[src/rtl/idle_ckpt_pkg.sv]
package idle_ckpt_pkg;

    typedef enum logic [1:0] {
        ST_COUNT    = 2'd0,
        ST_INFLIGHT = 2'd1,
        ST_SPENT    = 2'd2
    } gap_state_e;

endpackage

[src/rtl/idle_run_counter.sv]
module idle_run_counter #(
    parameter int CW = 12
) (
    input  logic          clk,
    input  logic          rst_n,
    input  logic          clr_i,
    input  logic          inc_i,
    output logic [CW-1:0] cnt_o
);

    localparam logic [CW-1:0] CNT_MAX = {CW{1'b1}};

    always_ff @(posedge clk) begin
        if (!rst_n) begin
            cnt_o <= '0;
        end else if (clr_i) begin
            cnt_o <= '0;
        end else if (inc_i && cnt_o != CNT_MAX) begin
            cnt_o <= cnt_o + CW'(1);
        end
    end

endmodule

[src/rtl/thr_select.sv]
module thr_select #(
    parameter int NTHR = 4,
    parameter int TW   = 12,
    parameter int IW   = $clog2(NTHR + 1)
) (
    input  logic [NTHR*TW-1:0] thr_vec_i,
    input  logic [IW-1:0]      thr_cnt_i,
    input  logic [IW-1:0]      idx_i,
    output logic [TW-1:0]      thr_o,
    output logic               valid_o
);

    logic [TW-1:0] entry [NTHR];

    for (genvar g = 0; g < NTHR; g++) begin : g_unpack
        assign entry[g] = thr_vec_i[g*TW +: TW];
    end

    always_comb begin
        thr_o = '0;
        for (int k = 0; k < NTHR; k++) begin
            if (idx_i == IW'(k)) begin
                thr_o = entry[k];
            end
        end
    end

    assign valid_o = (idx_i < thr_cnt_i) && (idx_i < IW'(NTHR));

endmodule

[src/rtl/gap_stats.sv]
module gap_stats #(
    parameter int WPCM = 1000,
    parameter int SW   = 32,
    parameter int EW   = $clog2(WPCM + 1)
) (
    input  logic          clk,
    input  logic          rst_n,
    input  logic          start_i,
    input  logic          inflight_i,
    input  logic          busy_i,
    output logic [SW-1:0] writes_o,
    output logic [SW-1:0] delayed_o,
    output logic [SW-1:0] delay_o
);

    localparam logic [EW-1:0] OCC = EW'(WPCM);

    logic [EW-1:0] elapsed;
    logic          charged;
    logic [EW-1:0] pen;
    logic          charge_now;

    assign charge_now = inflight_i && busy_i && !charged;
    assign pen        = (elapsed < OCC) ? (OCC - elapsed) : '0;

    always_ff @(posedge clk) begin
        if (!rst_n) begin
            elapsed <= '0;
            charged <= 1'b0;
        end else if (start_i) begin
            elapsed <= EW'(1);
            charged <= 1'b0;
        end else if (inflight_i) begin
            if (elapsed < OCC) begin
                elapsed <= elapsed + EW'(1);
            end
            if (busy_i) begin
                charged <= 1'b1;
            end
        end
    end

    always_ff @(posedge clk) begin
        if (!rst_n) begin
            writes_o  <= '0;
            delayed_o <= '0;
            delay_o   <= '0;
        end else begin
            if (start_i) begin
                writes_o <= writes_o + SW'(1);
            end
            if (charge_now && pen != '0) begin
                delayed_o <= delayed_o + SW'(1);
                delay_o   <= delay_o + SW'(pen);
            end
        end
    end

endmodule

[src/rtl/idle_ckpt_trigger.sv]
module idle_ckpt_trigger
    import idle_ckpt_pkg::*;
#(
    parameter int NTHR = 4,
    parameter int TW   = 12,
    parameter int WPCM = 1000,
    parameter int SW   = 32,
    parameter int IW   = $clog2(NTHR + 1)
) (
    input  logic              clk,
    input  logic              rst_n,
    input  logic              busy_i,
    input  logic              cold_avail_i,
    input  logic [NTHR*TW-1:0] thr_vec_i,
    input  logic [IW-1:0]     thr_cnt_i,
    input  logic              wr_done_i,
    output logic              wr_issue_o,
    output logic [SW-1:0]     stat_writes_o,
    output logic [SW-1:0]     stat_delayed_o,
    output logic [SW-1:0]     stat_delay_o
);

    gap_state_e    state_q, state_d;
    logic [IW-1:0] idx_q, idx_d;
    logic          broken_q, broken_d;
    logic [TW-1:0] idle_cnt;
    logic [TW-1:0] thr_cur;
    logic          thr_ok;
    logic          fire;
    logic          cnt_clr;
    logic          cnt_inc;

    idle_run_counter #(.CW(TW)) u_cnt (
        .clk   (clk),
        .rst_n (rst_n),
        .clr_i (cnt_clr),
        .inc_i (cnt_inc),
        .cnt_o (idle_cnt)
    );

    thr_select #(.NTHR(NTHR), .TW(TW), .IW(IW)) u_sel (
        .thr_vec_i (thr_vec_i),
        .thr_cnt_i (thr_cnt_i),
        .idx_i     (idx_q),
        .thr_o     (thr_cur),
        .valid_o   (thr_ok)
    );

    gap_stats #(.WPCM(WPCM), .SW(SW)) u_stats (
        .clk        (clk),
        .rst_n      (rst_n),
        .start_i    (fire),
        .inflight_i (state_q == ST_INFLIGHT),
        .busy_i     (busy_i),
        .writes_o   (stat_writes_o),
        .delayed_o  (stat_delayed_o),
        .delay_o    (stat_delay_o)
    );

    // State register
    always_ff @(posedge clk) begin
        if (!rst_n) begin
            state_q  <= ST_COUNT;
            idx_q    <= '0;
            broken_q <= 1'b0;
        end else begin
            state_q  <= state_d;
            idx_q    <= idx_d;
            broken_q <= broken_d;
        end
    end

    // Next-state logic
    always_comb begin
        state_d  = state_q;
        idx_d    = idx_q;
        broken_d = broken_q;
        unique case (state_q)
            ST_COUNT: begin
                if (busy_i) begin
                    idx_d = '0;
                end else if (!thr_ok) begin
                    state_d = ST_SPENT;
                end else if (fire) begin
                    state_d  = ST_INFLIGHT;
                    broken_d = 1'b0;
                end
            end
            ST_INFLIGHT: begin
                if (busy_i) begin
                    broken_d = 1'b1;
                end
                if (wr_done_i) begin
                    state_d = ST_COUNT;
                    if (busy_i || broken_q) begin
                        idx_d = '0;
                    end else begin
                        idx_d = idx_q + IW'(1);
                    end
                end
            end
            ST_SPENT: begin
                if (busy_i) begin
                    state_d = ST_COUNT;
                    idx_d   = '0;
                end
            end
            default: begin
                state_d = ST_COUNT;
                idx_d   = '0;
            end
        endcase
    end

    // Outputs and counter controls
    always_comb begin
        fire    = 1'b0;
        cnt_clr = 1'b0;
        cnt_inc = 1'b0;
        unique case (state_q)
            ST_COUNT: begin
                fire    = !busy_i && cold_avail_i && thr_ok && (idle_cnt >= thr_cur);
                cnt_clr = busy_i || fire;
                cnt_inc = !busy_i && !fire;
            end
            ST_INFLIGHT: begin
                cnt_clr = 1'b1;
            end
            ST_SPENT: begin
                cnt_clr = 1'b1;
            end
            default: begin
                cnt_clr = 1'b1;
            end
        endcase
    end

    assign wr_issue_o = fire;

endmodule

[config.mk]
export PLATFORM = sky130hd
export DESIGN_NAME = idle_ckpt_trigger
export DESIGN_NICKNAME = d
export VERILOG_FILES = /design/src/rtl/idle_ckpt_pkg.sv /design/src/rtl/idle_run_counter.sv /design/src/rtl/thr_select.sv /design/src/rtl/gap_stats.sv /design/src/rtl/idle_ckpt_trigger.sv
export SDC_FILE = /design/constraint.sdc
export NUM_CORES = 1
export LEC_CHECK = 0
export BUFFER_PORTS_ARGS = -buffer_cell sky130_fd_sc_hd__buf_2
export CORE_MARGIN = 8
export CORE_UTILIZATION = 45
export DETAILED_ROUTE_END_ITERATION = 10
export GPL_TIMING_DRIVEN = 1
export HOLD_SLACK_MARGIN = 0.1
export PLACE_DENSITY = 0.8
export SYNTH_ARGS = -nofsm -noshare
export SYNTH_HDL_FRONTEND = slang
export SYNTH_HIERARCHICAL = 1
export SYNTH_SLANG_ARGS = --single-unit
[constraint.sdc]
create_clock -name clk -period 3.3 [get_ports clk]
set_input_delay 0.165 -clock clk [delete_from_list [all_inputs] [get_ports clk]]
set_output_delay 0.165 -clock clk [all_outputs]
set_load 0.05 [all_outputs]
==> run summary, run 1 <==
Status - complete, no violations
# fillers - 1408
Number of synthesized flops with an enable pin - 0
Ys async rst share - 0%
Worst path cell trace - buf_12, mux2i_1, o22ai_1, ha_1, nand2b_4, a2111oi_4, o31a_1, o22ai_2, nor3b_4, nand4_1, nor2_4, and3_4, nand4_1, xor2_1, nor2_1
Slowest CP cell - dfxtp_4
DRT Wirelength - 19700 um
First-pass GRT wire length - 31300 um
Rel. slew slack - 38.6%
Worst path top cell family by delay - simple AND/OR/NAND/NOR gates
Sw Ratio - 20.8%
Clock buffer depth - 2
Period Utilization, post-route - 97.3%
Placed Area - 0.00838 mm^2
Worst hold path type - input pin to flip-flop
Setup violators final - 0
Tot Pwr - 3580 uW
Setup ws final - 0.0877 ns
CP arrival - 3.51 ns
Reg2reg start - idx_q[1]
Stages on worst setup path - 15
Die area - 0.0206 mm^2
Vias in the first global route - 6686
DR vias - 6934
GRT Residual Overflow - 0
Seq pwr share - 42.2%
# diodes - 0
Layout Cells excl Fill - 1258
Pwr dens - 387 mW/mm^2
Min Hold Slack - 0.144 ns
Worst R2R End - u_stats/writes_o[25]
Share of layout cells above drive strength 1 - 27.4%
Most frequent cells in the layout - buf_2 (151), dfxtp_1 (120), nor2_1 (108), nand2_1 (70), xnor2_1 (62)
Setup crit end - u_stats/writes_o[25]
Buf/Inv on CP - 1
Synth warnings - 6
Die width - 144 um
Post-synth top area share - 34.1%
Crit end category - flip-flop
Syn_nets - 951
Clk root buf - clkbuf_16
Layout area overhead - 26.4%
Final Hold Fails - 0
Max VDD drop - 0.286 mV
Die Ht - 144 um
Htree depth - 4
CTS buffer count - 17
Initial antenna violation count - 0
Top-Level Pins - 153
# rows - 46
NetSw - 746 uW
Final Instance Area - 0.00926 mm^2
Detail Placement HPWL - 13800 um
Worst-Skew Late Latency - 0.41 ns
Total core area - 0.0159 mm^2
Worst Tran Pin Value - 0.920 ns
Critical path's most frequent cell - nand4_1
Leak - 0.00370 uW
Drt drc - 0
Synth area leader - dfxtp_1
Post-place setup slack - -0.0633 ns
Largest net degree at the start of global routing - 51
Setup repair after global routing missed its margin - yes
Commonest non-fill, non-tap cell in the layout - buf_2
GRT Total Usage - 18.4%
Top sig layer - met4
Post-synthesis sequential area ratio - 34.1%
Gate power share - 3.5%
Via/cell ratio - 5.51
Final Max Slew Viols - 0
R2R setup slack - 0.09 ns
Wire per inst - 15.7 um
Initial Util - 46.1%
Synth top area cells - dfxtp_1 (34%), xnor2_1 (7.4%), nor2_1 (5.7%)
Worst Min Path Start - busy_i
Cell area after synthesis - 0.00733 mm^2
Path depth of the worst reg2reg path - 15
CTS tree - yes
DRT iter0 DRCs - 355
Met1 Wirelength - 8570 um
Placer Congestion - 0.857
Synth cell types - 76
Startpoint Class - flip-flop
Nets - 1116
Synthesis-stage register bit count - 125
Critical path launch point - idx_q[1]
P_int - 2840 uW
Met3 Routed Length - 1730 um
Layout Skew - 0.00882 ns
Routed Antenna Nets - 0
Mean post-synth cell area - 8.48 um^2
Cell count after placement - 1218
Met2 Wirelength - 9130 um
Required @ worst endpoint - 3.59 ns
Crit Path Max Fanout - 12
Fmax - 0.311 GHz
Clk sinks - 125
Top_reg_cell synth - dfxtp_1
Max-Cap Viols - 0
Cells after Synth - 864
Final worst path period need - 3.21 ns
Clock power frac - 54.3%
CP max stage delay - 0.40 ns
Worst setup path class - flip-flop to flip-flop
PortBufs - 152
DRT Pass-1 Iters - 5
Clock-pin transition on the worst setup and hold timing paths - 0.05 ns
==> power by group through the flow <==
stage	sequential, uW	combinational (uW)	clock [uW]
6_report	1510	125	1950
5_1_grt	1510	138	2060
4_1_cts	1510	121	1980
3_5_place_dp	1550	119	0
3_3_place_gp	1550	117	0
2_1_floorplan	1540	66.1	0
==> cell type report <==
| class | instances | area [um^2] | share of cell area (%) |
|---|---|---|---|
| clock buffer | 23 | 488 | 5.27 |
| clock inverter | 9 | 133 | 1.43 |
| inverter | 36 | 135 | 1.46 |
| multi-input combinational | 661 | 4640 | 50.1 |
| sequential | 125 | 2510 | 27.1 |
| tap | 216 | 270 | 2.92 |
| timing repair buffer | 188 | 1080 | 11.7 |
==> cell usage after synthesis, types with 8 or more instances <==
library cell  number
a21oi_1           39
and2_1             8
and3_1            11
buf_2              8
clkbuf_1          20
dfxtp_1          125
ha_1              30
inv_1             35
mux2i_1           28
nand2_1           70
nand2b_1           9
nand3_1           36
nand4_1           25
nor2_1           111
nor3_1            20
nor4_1            30
nor4b_1            9
o21ai_0           17
o22ai_1           16
xnor2_1           62
xor2_1            26
==> worst min-delay path: stages <==
cell and delay, ns:
buf_2 0.19, a21oi_1 0.09, nor2_1 0.07
==> stage by stage <==
step / TNS (ns) / util, %
after global placement: 0 / 52.7
after floorplan: -6.96 / -
final: 0 / 58.3
after global routing: -2.41 / 58.3
after CTS: 0 / 56.8
after detailed placement: -0.155 / 52.7
==> sequential cells by signal, indices dropped and copies added, names as in the netlist <==
register	flops
u_stats/delay_o	32
u_stats/delayed_o	32
u_stats/charged	1
idx_q	3
u_cnt/cnt_o	12
state_q	2
u_stats/writes_o	32
broken_q	1
u_stats/elapsed	10
==> metal layers <==
metal  vias to the layer above  global-route usage, %
met4                         0                   5.81
met5                         -                      0
met2                       236                   30.0
met3                        25                   6.44
li1                       3411                      -
met1                      3262                   22.4
==> logic make-up after synthesis <==
kind of cell / synth area share, %
adder cells (fa/ha/maj): 5.40
buffers and inverters: 5.46
multiplexers: 4.01
XOR/XNOR: 10.5
AO/OA/AOI/OAI: 12.4
AND/OR/NAND/NOR: 28.0
flip-flops: 34.1
==> repair_timing <==
| action | 4_1_cts | 5_1_grt |
|---|---|---|
| endpoints found under the setup margin | 12 | 48 |
| setup buffers | 0 | 4 |
| gates resized for setup | 3 | 36 |
| pin swaps | 0 | 4 |
| cloned | 0 | 3 |
| hold buffers | 1 | 0 |
| endpoints found under the hold margin | 1 | 0 |
==> worst min-delay path by stage <==
stage               slack (ns)  cells past startpoint               to
floorplan                 0.29                      1         idx_q[0]
global placement          0.44                      2  u_stats/charged
detailed placement        0.46                      2  u_stats/charged
CTS                       0.13                      3  u_stats/charged
global route              0.15                      3  u_stats/charged
finish                    0.14                      3  u_stats/charged
No activity file was read; power rests on OpenSTA's default activity.
==> run 2, diff against run 1 <==
==> constraint.sdc (replaced) <==
create_clock -name clk -period 3.3 [get_ports clk]
set_input_delay 0.495 -clock clk [delete_from_list [all_inputs] [get_ports clk]]
set_output_delay 0.495 -clock clk [all_outputs]
set_load 0.05 [all_outputs]
==> run summary, run 2 (synthesis results as in run 1) <==
Max VDD drop - 0.334 mV (was 0.286 mV)
Seq pwr share - 41.1% (was 42.2%)
Required @ worst endpoint - 2.80 ns (was 3.59 ns)
GRT Residual Overflow - 0 (unchanged)
Post-place setup slack - -0.123 ns (was -0.0633 ns)
Crit Path Max Fanout - 7 (was 12)
Clk sinks - 125 (unchanged)
Sw Ratio - 20.3% (was 20.8%)
CP arrival - 2.98 ns (was 3.51 ns)
Die width - 144 um (unchanged)
CTS buffer count - 17 (unchanged)
Startpoint Class - flip-flop (unchanged)
Final Max Slew Viols - 0 (unchanged)
Vias in the first global route - 6528 (was 6686)
GRT Total Usage - 18.1% (was 18.4%)
Share of layout cells above drive strength 1 - 29.4% (was 27.4%)
DRT iter0 DRCs - 394 (was 355)
Failing checks - setup timing
Setup ws final - -0.170 ns (was 0.0877 ns)
Clk root buf - clkbuf_16 (unchanged)
Worst setup path class - flip-flop to primary output (was flip-flop to flip-flop)
Leak - 0.00373 uW (was 0.00370 uW)
Gate power share - 3.7% (was 3.5%)
Worst Tran Pin Value - 0.738 ns (was 0.920 ns)
DRT Pass-1 Iters - 5 (unchanged)
First-pass GRT wire length - 30600 um (was 31300 um)
Crit end category - primary output (was flip-flop)
Top-Level Pins - 153 (unchanged)
Drt drc - 0 (unchanged)
Final Hold Fails - 0 (unchanged)
Biggest regs - u_stats/delay_o (32), u_stats/delayed_o (32), u_stats/writes_o (32) (unchanged)
Htree depth - 4 (unchanged)
PortBufs - 152 (unchanged)
Tot Pwr - 3670 uW (was 3580 uW)
Routed Antenna Nets - 0 (unchanged)
Worst hold path type - input pin to flip-flop (unchanged)
Worst-Skew Late Latency - 0.41 ns (about the same)
NetSw - 745 uW (was 746 uW)
Period Utilization, post-route - 105% (was 97.3%)
CTS Hold Bufs - 0 (was 1)
Status - finished with violations (was complete, no violations)
Rel. slew slack - 50.3% (was 38.6%)
Setup repair after global routing missed its margin - yes (unchanged)
DRT Wirelength - 19900 um (was 19700 um)
# fillers - 1339 (was 1408)
Die area - 0.0206 mm^2 (unchanged)
Largest net degree at the start of global routing - 63 (was 51)
P_int - 2930 uW (was 2840 uW)
Clock power frac - 55.2% (was 54.3%)
# diodes - 0 (unchanged)
Total core area - 0.0159 mm^2 (unchanged)
Initial Util - 46.1% (unchanged)
Initial antenna violation count - 0 (unchanged)
Setup violators final - 22 (was 0)
Clock buffer depth - 2 (unchanged)
Placer Congestion - 0.870 (was 0.857)
Pwr dens - 390 mW/mm^2 (was 387 mW/mm^2)
Wire per inst - 15.8 um (was 15.7 um)
Final core occ - 59.3% (was 58.3%)
Cell count after placement - 1219 (was 1218)
Final worst path period need - 3.47 ns (was 3.21 ns)
DR vias - 6871 (was 6934)
Detail Placement HPWL - 13800 um (about the same)
Nets - 1121 (was 1116)
Commonest non-fill, non-tap cell in the layout - buf_2 (unchanged)
Layout Skew - 0.00897 ns (was 0.00882 ns)
Fmax - 0.288 GHz (was 0.311 GHz)
# rows - 46 (unchanged)
CTS tree - yes (unchanged)
Layout Cells excl Fill - 1262 (was 1258)
Layout area overhead - 28.5% (was 26.4%)
Die Ht - 144 um (unchanged)
Clock-pin transition on the worst setup and hold timing paths - 0.06 ns (was 0.05 ns)
Max-Cap Viols - 0 (unchanged)
Most frequent cells in the layout - buf_2 (151), dfxtp_1 (119), nor2_1 (108), nand2_1 (68), xnor2_1 (61) (was buf_2 (151), dfxtp_1 (120), nor2_1 (108), nand2_1 (70), xnor2_1 (62))
Via/cell ratio - 5.44 (was 5.51)
Setup_tns - -1.40 ns (was 0 ns)
run 2: worst paths after layout:
path                                          from                    to  slack, ns  cells past startpoint
worst max-delay path                      idx_q[1]            wr_issue_o      -0.17                     11
worst max register to register            idx_q[1]  u_stats/writes_o[25]      -0.12                     15
worst min-delay path                     wr_done_i            state_q[0]       0.41                      3
worst min register to register  u_stats/delay_o[6]    u_stats/delay_o[6]       0.47                      2
run 2: final cells by class:
cell class	instances	area [um^2]	area share (%)
multi-input cells	660	4700	49.9
flip-flops and latches	125	2510	26.7
repair buffers	194	1160	12.3
clock buffers	20	447	4.74
well taps	216	270	2.87
clock inverters	11	190	2.02
inverters	36	135	1.43
run 2: metal layers:
metal	share of wire (%)	routed length, um	vias to the layer above	track usage, %
li1	-	-	3408	-
met3	7.9	1570	22	6.37
met4	1.3	255	0	5.48
met1	43	8640	3206	21.5
met2	47	9430	235	29.9
met5	0	0	-	0
run 2: critical path, cell delays in order, from the launching register on:
cell	delay (ns)
dfxtp_4	0.41
buf_12	0.16
mux2i_2	0.25
o22ai_2	0.11
ha_1	0.30
nand2b_4	0.13
a2111oi_4	0.06
o31a_1	0.26
o22ai_2	0.25
nor3b_4	0.34
buf_6	0.16
buf_12	0.13
run 2: per-stage QoR:
stage	hold slack [ns]	area [um^2]
global placement	0.440	8390
finish	0.408	9420
floorplan	0.428	7380
detailed placement	0.451	8390
global route	0.415	9420
CTS	0.391	9100
run 2: power groups by stage:
stage	sequential [uW]	combinational [uW]	clock [uW]
CTS	1510	127	2080
global route	1510	150	2140
finish	1510	136	2030
detailed placement	1540	126	0
global placement	1540	123	0
floorplan	1540	66.6	0
run 2: repair_timing:
action                                  4_1_cts  5_1_grt
endpoints found under the hold margin         0        0
setup buffers                                 1        8
pin swaps                                     0       17
resized for setup                             9       49
endpoints found under the setup margin       18       49
gates cloned                                  1        2
